--- src/rtl/acc_pkg.sv ---
// Package: shared encodings for the accumulator core.
// Assumes a 4-bit opcode at the top of every instruction word.
package acc_pkg;

    localparam int OPC_W = 4;

    // Opcode values decoded from the instruction register
    localparam logic [OPC_W-1:0] OP_LOAD  = 4'd0;
    localparam logic [OPC_W-1:0] OP_STORE = 4'd1;
    localparam logic [OPC_W-1:0] OP_ADD   = 4'd2;
    localparam logic [OPC_W-1:0] OP_SUB   = 4'd3;
    localparam logic [OPC_W-1:0] OP_AND   = 4'd4;
    localparam logic [OPC_W-1:0] OP_LOADI = 4'd5;
    localparam logic [OPC_W-1:0] OP_ADDI  = 4'd6;
    localparam logic [OPC_W-1:0] OP_BEQ   = 4'd7;
    localparam logic [OPC_W-1:0] OP_HALT  = 4'd15;

    typedef enum logic [1:0] {
        FN_PASS,
        FN_ADD,
        FN_SUB,
        FN_AND
    } alu_fn_e;

    typedef enum logic [3:0] {
        ST_F_MAR,
        ST_F_INC,
        ST_F_CAP,
        ST_F_IR,
        ST_DEC,
        ST_X_MAR,
        ST_X_WAIT,
        ST_X_CAP,
        ST_X_LIT,
        ST_X_ALU,
        ST_S_MBR,
        ST_S_WR,
        ST_HALT
    } state_e;

    typedef struct packed {
        logic z;
        logic n;
        logic v;
        logic c;
    } ccr_t;

endpackage

--- src/rtl/acc_alu.sv ---
// Module: acc_alu
// Combinational arithmetic unit. It passes B through, adds, subtracts or ANDs
// two words, and reports the carry/borrow and the signed overflow.
// Assumes that for subtract the carry output means "borrow occurred".
module acc_alu
    import acc_pkg::*;
#(
    parameter int W = 16
) (
    input  logic [W-1:0] op_a,
    input  logic [W-1:0] op_b,
    input  alu_fn_e      fn,
    output logic [W-1:0] res,
    output logic         carry,
    output logic         ovf
);

    logic [W:0] sum_x;
    logic [W:0] dif_x;

    // Compute the result and both status bits for the selected function
    always_comb begin
        sum_x = {1'b0, op_a} + {1'b0, op_b};
        dif_x = {1'b0, op_a} - {1'b0, op_b};
        res   = op_b;
        carry = 1'b0;
        ovf   = 1'b0;
        case (fn)
            FN_ADD: begin
                res   = sum_x[W-1:0];
                carry = sum_x[W];
                ovf   = (op_a[W-1] == op_b[W-1]) && (sum_x[W-1] != op_a[W-1]);
            end
            FN_SUB: begin
                res   = dif_x[W-1:0];
                carry = dif_x[W];
                ovf   = (op_a[W-1] != op_b[W-1]) && (dif_x[W-1] != op_a[W-1]);
            end
            FN_AND:  res = op_a & op_b;
            default: res = op_b;
        endcase
    end

endmodule

--- src/rtl/acc_ctrl.sv ---
// Module: acc_ctrl
// Sequencer for the fetch and execute phases. It emits one strobe per
// register transfer. Assumes the memory returns read data one cycle after
// the address register changes.
module acc_ctrl
    import acc_pkg::*;
(
    input  logic             clk,
    input  logic             rst_n,
    input  logic [OPC_W-1:0] opcode,
    input  logic             zflag,
    output state_e           state,
    output logic             ld_mar_pc,
    output logic             ld_mar_opd,
    output logic             inc_pc,
    output logic             br_take,
    output logic             ld_mbr_mem,
    output logic             ld_mbr_lit,
    output logic             ld_mbr_acc,
    output logic             ld_ir,
    output logic             ld_acc,
    output logic             mem_we,
    output alu_fn_e          alu_fn,
    output logic             upd_vc
);

    state_e state_nx;

    // State register
    always_ff @(posedge clk) begin
        if (!rst_n) state <= ST_F_MAR;
        else        state <= state_nx;
    end

    // Next-state and per-step transfer strobes
    always_comb begin
        state_nx   = state;
        ld_mar_pc  = 1'b0;
        ld_mar_opd = 1'b0;
        inc_pc     = 1'b0;
        br_take    = 1'b0;
        ld_mbr_mem = 1'b0;
        ld_mbr_lit = 1'b0;
        ld_mbr_acc = 1'b0;
        ld_ir      = 1'b0;
        ld_acc     = 1'b0;
        mem_we     = 1'b0;
        case (state)
            ST_F_MAR:  begin ld_mar_pc  = 1'b1; state_nx = ST_F_INC; end
            ST_F_INC:  begin inc_pc     = 1'b1; state_nx = ST_F_CAP; end
            ST_F_CAP:  begin ld_mbr_mem = 1'b1; state_nx = ST_F_IR;  end
            ST_F_IR:   begin ld_ir      = 1'b1; state_nx = ST_DEC;   end
            ST_DEC: begin
                case (opcode)
                    OP_LOAD, OP_STORE, OP_ADD, OP_SUB, OP_AND: state_nx = ST_X_MAR;
                    OP_LOADI, OP_ADDI: state_nx = ST_X_LIT;
                    OP_BEQ: begin
                        br_take  = zflag;
                        state_nx = ST_F_MAR;
                    end
                    OP_HALT: state_nx = ST_HALT;
                    default: state_nx = ST_F_MAR;
                endcase
            end
            ST_X_MAR: begin
                ld_mar_opd = 1'b1;
                state_nx   = (opcode == OP_STORE) ? ST_S_MBR : ST_X_WAIT;
            end
            ST_X_WAIT: state_nx = ST_X_CAP;
            ST_X_CAP:  begin ld_mbr_mem = 1'b1; state_nx = ST_X_ALU; end
            ST_X_LIT:  begin ld_mbr_lit = 1'b1; state_nx = ST_X_ALU; end
            ST_X_ALU:  begin ld_acc     = 1'b1; state_nx = ST_F_MAR; end
            ST_S_MBR:  begin ld_mbr_acc = 1'b1; state_nx = ST_S_WR;  end
            ST_S_WR:   begin mem_we     = 1'b1; state_nx = ST_F_MAR; end
            ST_HALT:   state_nx = ST_HALT;
            default:   state_nx = ST_F_MAR;
        endcase
    end

    // ALU function and flag mask from the opcode
    always_comb begin
        upd_vc = 1'b0;
        case (opcode)
            OP_ADD, OP_ADDI: begin alu_fn = FN_ADD; upd_vc = 1'b1; end
            OP_SUB:          begin alu_fn = FN_SUB; upd_vc = 1'b1; end
            OP_AND:          alu_fn = FN_AND;
            default:         alu_fn = FN_PASS;
        endcase
    end

endmodule

--- src/rtl/acc_core.sv ---
// Module: acc_core (top)
// One-address processor datapath. It holds the program counter, the address
// and data buffer registers, the instruction register, the accumulator and
// the condition register. Assumes DATA_W = ADDR_W + 4 and a synchronous
// single-port memory with one cycle of read latency.
module acc_core
    import acc_pkg::*;
#(
    parameter int DATA_W = 16,
    parameter int ADDR_W = 12
) (
    input  logic              clk,
    input  logic              rst_n,
    output logic [ADDR_W-1:0] mem_addr,
    output logic              mem_we,
    output logic [DATA_W-1:0] mem_wdata,
    input  logic [DATA_W-1:0] mem_rdata,
    output logic [3:0]        cond_flags
);

    localparam int LIT_PAD = DATA_W - ADDR_W;

    logic [ADDR_W-1:0] pc_q;
    logic [ADDR_W-1:0] mar_q;
    logic [DATA_W-1:0] mbr_q;
    logic [DATA_W-1:0] ir_q;
    logic [DATA_W-1:0] acc_q;
    ccr_t              ccr_q;

    state_e            state;
    logic              ld_mar_pc, ld_mar_opd, inc_pc, br_take;
    logic              ld_mbr_mem, ld_mbr_lit, ld_mbr_acc, ld_ir, ld_acc;
    logic              we_s, upd_vc;
    alu_fn_e           alu_fn;
    logic [DATA_W-1:0] alu_res;
    logic              alu_c, alu_v;

    logic [OPC_W-1:0]  opcode;
    logic [ADDR_W-1:0] operand;

    assign opcode  = ir_q[DATA_W-1 -: OPC_W];
    assign operand = ir_q[ADDR_W-1:0];

    acc_ctrl u_ctrl (
        .clk        (clk),
        .rst_n      (rst_n),
        .opcode     (opcode),
        .zflag      (ccr_q.z),
        .state      (state),
        .ld_mar_pc  (ld_mar_pc),
        .ld_mar_opd (ld_mar_opd),
        .inc_pc     (inc_pc),
        .br_take    (br_take),
        .ld_mbr_mem (ld_mbr_mem),
        .ld_mbr_lit (ld_mbr_lit),
        .ld_mbr_acc (ld_mbr_acc),
        .ld_ir      (ld_ir),
        .ld_acc     (ld_acc),
        .mem_we     (we_s),
        .alu_fn     (alu_fn),
        .upd_vc     (upd_vc)
    );

    acc_alu #(.W(DATA_W)) u_alu (
        .op_a  (acc_q),
        .op_b  (mbr_q),
        .fn    (alu_fn),
        .res   (alu_res),
        .carry (alu_c),
        .ovf   (alu_v)
    );

    // Program counter: sequential step or branch target
    always_ff @(posedge clk) begin
        if (!rst_n)       pc_q <= '0;
        else if (br_take) pc_q <= operand;
        else if (inc_pc)  pc_q <= pc_q + 1'b1;
    end

    // Address register: from PC during fetch, from operand during execute
    always_ff @(posedge clk) begin
        if (!rst_n)          mar_q <= '0;
        else if (ld_mar_pc)  mar_q <= pc_q;
        else if (ld_mar_opd) mar_q <= operand;
    end

    // Data buffer register: read data, literal field or accumulator
    always_ff @(posedge clk) begin
        if (!rst_n)          mbr_q <= '0;
        else if (ld_mbr_mem) mbr_q <= mem_rdata;
        else if (ld_mbr_lit) mbr_q <= {{LIT_PAD{1'b0}}, operand};
        else if (ld_mbr_acc) mbr_q <= acc_q;
    end

    // Instruction register
    always_ff @(posedge clk) begin
        if (!rst_n)     ir_q <= '0;
        else if (ld_ir) ir_q <= mbr_q;
    end

    // Accumulator and condition register update at the ALU step
    always_ff @(posedge clk) begin
        if (!rst_n) begin
            acc_q <= '0;
            ccr_q <= '0;
        end else if (ld_acc) begin
            acc_q   <= alu_res;
            ccr_q.z <= (alu_res == '0);
            ccr_q.n <= alu_res[DATA_W-1];
            if (upd_vc) begin
                ccr_q.v <= alu_v;
                ccr_q.c <= alu_c;
            end
        end
    end

    assign mem_addr   = mar_q;
    assign mem_wdata  = mbr_q;
    assign mem_we     = we_s;
    assign cond_flags = ccr_q;

endmodule

--- config.mk ---
export PLATFORM = sky130hd
export DESIGN_NAME = acc_core
export DESIGN_NICKNAME = d
export VERILOG_FILES = /design/src/rtl/acc_pkg.sv /design/src/rtl/acc_alu.sv /design/src/rtl/acc_ctrl.sv /design/src/rtl/acc_core.sv
export SDC_FILE = /design/constraint.sdc
export NUM_CORES = 1
export LEC_CHECK = 0
export BUFFER_PORTS_ARGS = -buffer_cell sky130_fd_sc_hd__buf_2
export CAP_MARGIN = 20
export CORE_MARGIN = 10
export CORE_UTILIZATION = 35
export DETAILED_ROUTE_END_ITERATION = 10
export SLEW_MARGIN = 20
export SYNTH_ARGS = -nofsm -noshare
export SYNTH_HDL_FRONTEND = slang
export SYNTH_SLANG_ARGS = --single-unit
--- constraint.sdc ---
create_clock -name clk -period 4.2 [get_ports clk]
set_clock_uncertainty 0.05 [all_clocks]
set_input_delay 0.84 -clock clk [delete_from_list [all_inputs] [get_ports clk]]
set_output_delay 0.84 -clock clk [all_outputs]
set_load 0.005 [all_outputs]
==> run summary <==
GRT overflow: 0
clock latency on the worst-skew pair: 330 ps
post-synthesis cell area: 5920 sq um
HPWL Detailed: 12900 microns
# DRC: 0
total CTS buffers: 9
ant diodes: 0
routed wire length: 17300 microns
final worst path period need: 3630 ps
Critical Path Start: ir_q[13]
Total Nets Final: 862
synth top area cells: dfxtp_1 (27%), nand2_1 (8.0%), ha_1 (7.8%)
gpl congestion: 0.910
clk slew on worst S/H paths: 60 ps
RSZ-0062 raised after global routing: false
initial antenna violation count: 0
CP startpoint kind: flop
Post-Synthesis Cells: 791
MaxCap Viol Count: 0
Routed WL per cell: 16.8 microns
Hold Crit Depth: 2
origin of the critical flop-to-flop path: ir_q[13]
area leader, netlist: dfxtp_1
Non-Filler Instances: 1030
Max Slew Vio Count: 0
Yosys reg bits: 79
post_cts resized: 0
final hold violation count: 0
ys flop type: dfxtp_1
Worst Hold Launch: cond_flags[1]
WP data required: 4390 ps
drt first pass iters: 5
Leakage: 0.00276 uW
CTS tree: done
die height: 150 microns
crit path max fanout: 11
clk sinks: 79
deepest clock path buffer count: 2
Worst setup EP type: flop
sequential element share of the synthesized area: 0.267
core area: 16600 sq um
placed cell count: 1014
die area: 22500 sq um
Vias: 5654
CP Class: flop to flop
Yosys Warn Count: 0
largest net degree at the start of global routing: 80
final setup vio count: 0
Via density: 5.49
Post-synth EDFFs: 0
CTS H-Tree Depth: 3
status: completed
row cnt: 47
worst-margin pin slew: 1080 ps
reg2reg path depth: 11
vias in the first global route: 5242
io pins: 51
Worst EP arrival: 3820 ps
Initial Util: 0.357
TNS Setup: 0 ps
cell area power density: 285 nW/um^2
final setup margin: 570 ps
cts hold-fix bufs: 0
Max VDD drop: 0.177 mV
root buffer cell: clkbuf_16
port buffer count: 50
first-pass GRT wire length: 28100 microns
Synth cell types: 70
DR iter-0 viols: 448
Final Cycle Share: 0.864
Rel. slew slack: 0.274
Syn Nets: 848
die span in x: 150 microns
Post-DRT Antenna Nets: 0
share of cells above drive strength 1: 0.111
hold slack final: 421 ps
Max Freq: 275 MHz
Mean Syn Cell Area: 7.48 sq um
# Post-CTS Setup Buffers: 0
post-synth top area share: 0.267
Async S/R FF share, synth: 0
pre-CTS WS: 649 ps
Commonest cells post-synth: nand2_1 (126), dfxtp_1 (79), a21oi_1 (61), nor2_1 (59), clkbuf_1 (50)
Hold Crit Class: flop to flop
most common cell in the netlist: nand2_1
area grow syn2layout: 11.4%
gr usage total: 0.151
total design power: 1880 uW
[layout by cell type (no fill, tap or decap), types with 9 or more instances in the layout]
| cell type | count |
|---|---|
| nand2_1 | 126 |
| dfxtp_1 | 79 |
| a21oi_1 | 61 |
| nor2_1 | 59 |
| buf_2 | 50 |
| inv_1 | 41 |
| o21ai_0 | 40 |
| ha_1 | 37 |
| a21boi_0 | 28 |
| mux2i_1 | 27 |
| o211a_1 | 20 |
| nor2b_1 | 20 |
| nand3_1 | 18 |
| xnor2_1 | 16 |
| nor3_1 | 13 |
| and3_1 | 10 |
| buf_4 | 10 |
| clkbuf_16 | 9 |
[worst paths after layout]
path	to	slack, ps
setup / recovery	cond_flags[3]	570
hold / removal	cond_flags[1]	420
setup reg to reg	cond_flags[3]	570
hold reg to reg	cond_flags[1]	420
[worst max-delay path, stage by stage (launching register included)]
cell and delay (ps):
dfxtp_1 470, nor2_1 80, nor3_1 340, inv_1 120
ha_1 240, inv_1 350, o21ai_0 160, a221oi_1 340
o21ai_0 180, or4_1 420, or4_1 470, o41ai_2 310
[layout make-up]
class / count / area [sq um]
Sequential cell: 79 / 1580
Tap cell: 220 / 275
Fill cell: 1738 / 9990
Multi-Input combinational cell: 612 / 3970
Timing Repair Buffer: 60 / 325
Inverter: 43 / 161
Clock inverter: 4 / 28.8
Clock buffer: 12 / 246
[report_power, final]
group	total, uW	switching, uW	internal (uW)	leakage (uW)
registers	820	39.2	780	0.000640
logic	334	204	130	0.00199
clock network	727	309	418	0.000129
[registers in the layout, indices dropped and copies added (netlist names)]
| register | count |
|---|---|
| mem_wdata | 16 |
| u_ctrl.state | 4 |
| ir_q | 16 |
| pc_q | 12 |
| mem_addr | 12 |
| acc_q | 15 |
| cond_flags | 4 |
[kinds of logic after synthesis]
logic type,Yosys count,synth area share
AND/OR/NAND/NOR,292,0.232
AO/OA/AOI/OAI,229,0.266
buffers and inverters,100,0.0666
flip-flops,79,0.267
adder cells (fa/ha/maj),39,0.0850
multiplexers,28,0.0476
XOR/XNOR,24,0.0355
[per-layer routing]
layer	global-route usage	routed length [microns]
met5	0	0
met4	0.0287	197
met3	0.0341	1070
met2	0.244	7870
met1	0.203	8150
[through the flow]
step	util	cell area, sq um
4_1_cts	0.397	6590
5_1_grt	0.398	6590
6_report	0.398	6590
2_1_floorplan	-	5920
3_3_place_gp	0.380	6300
3_5_place_dp	0.381	6310
(Power assumes the default switching activity.)
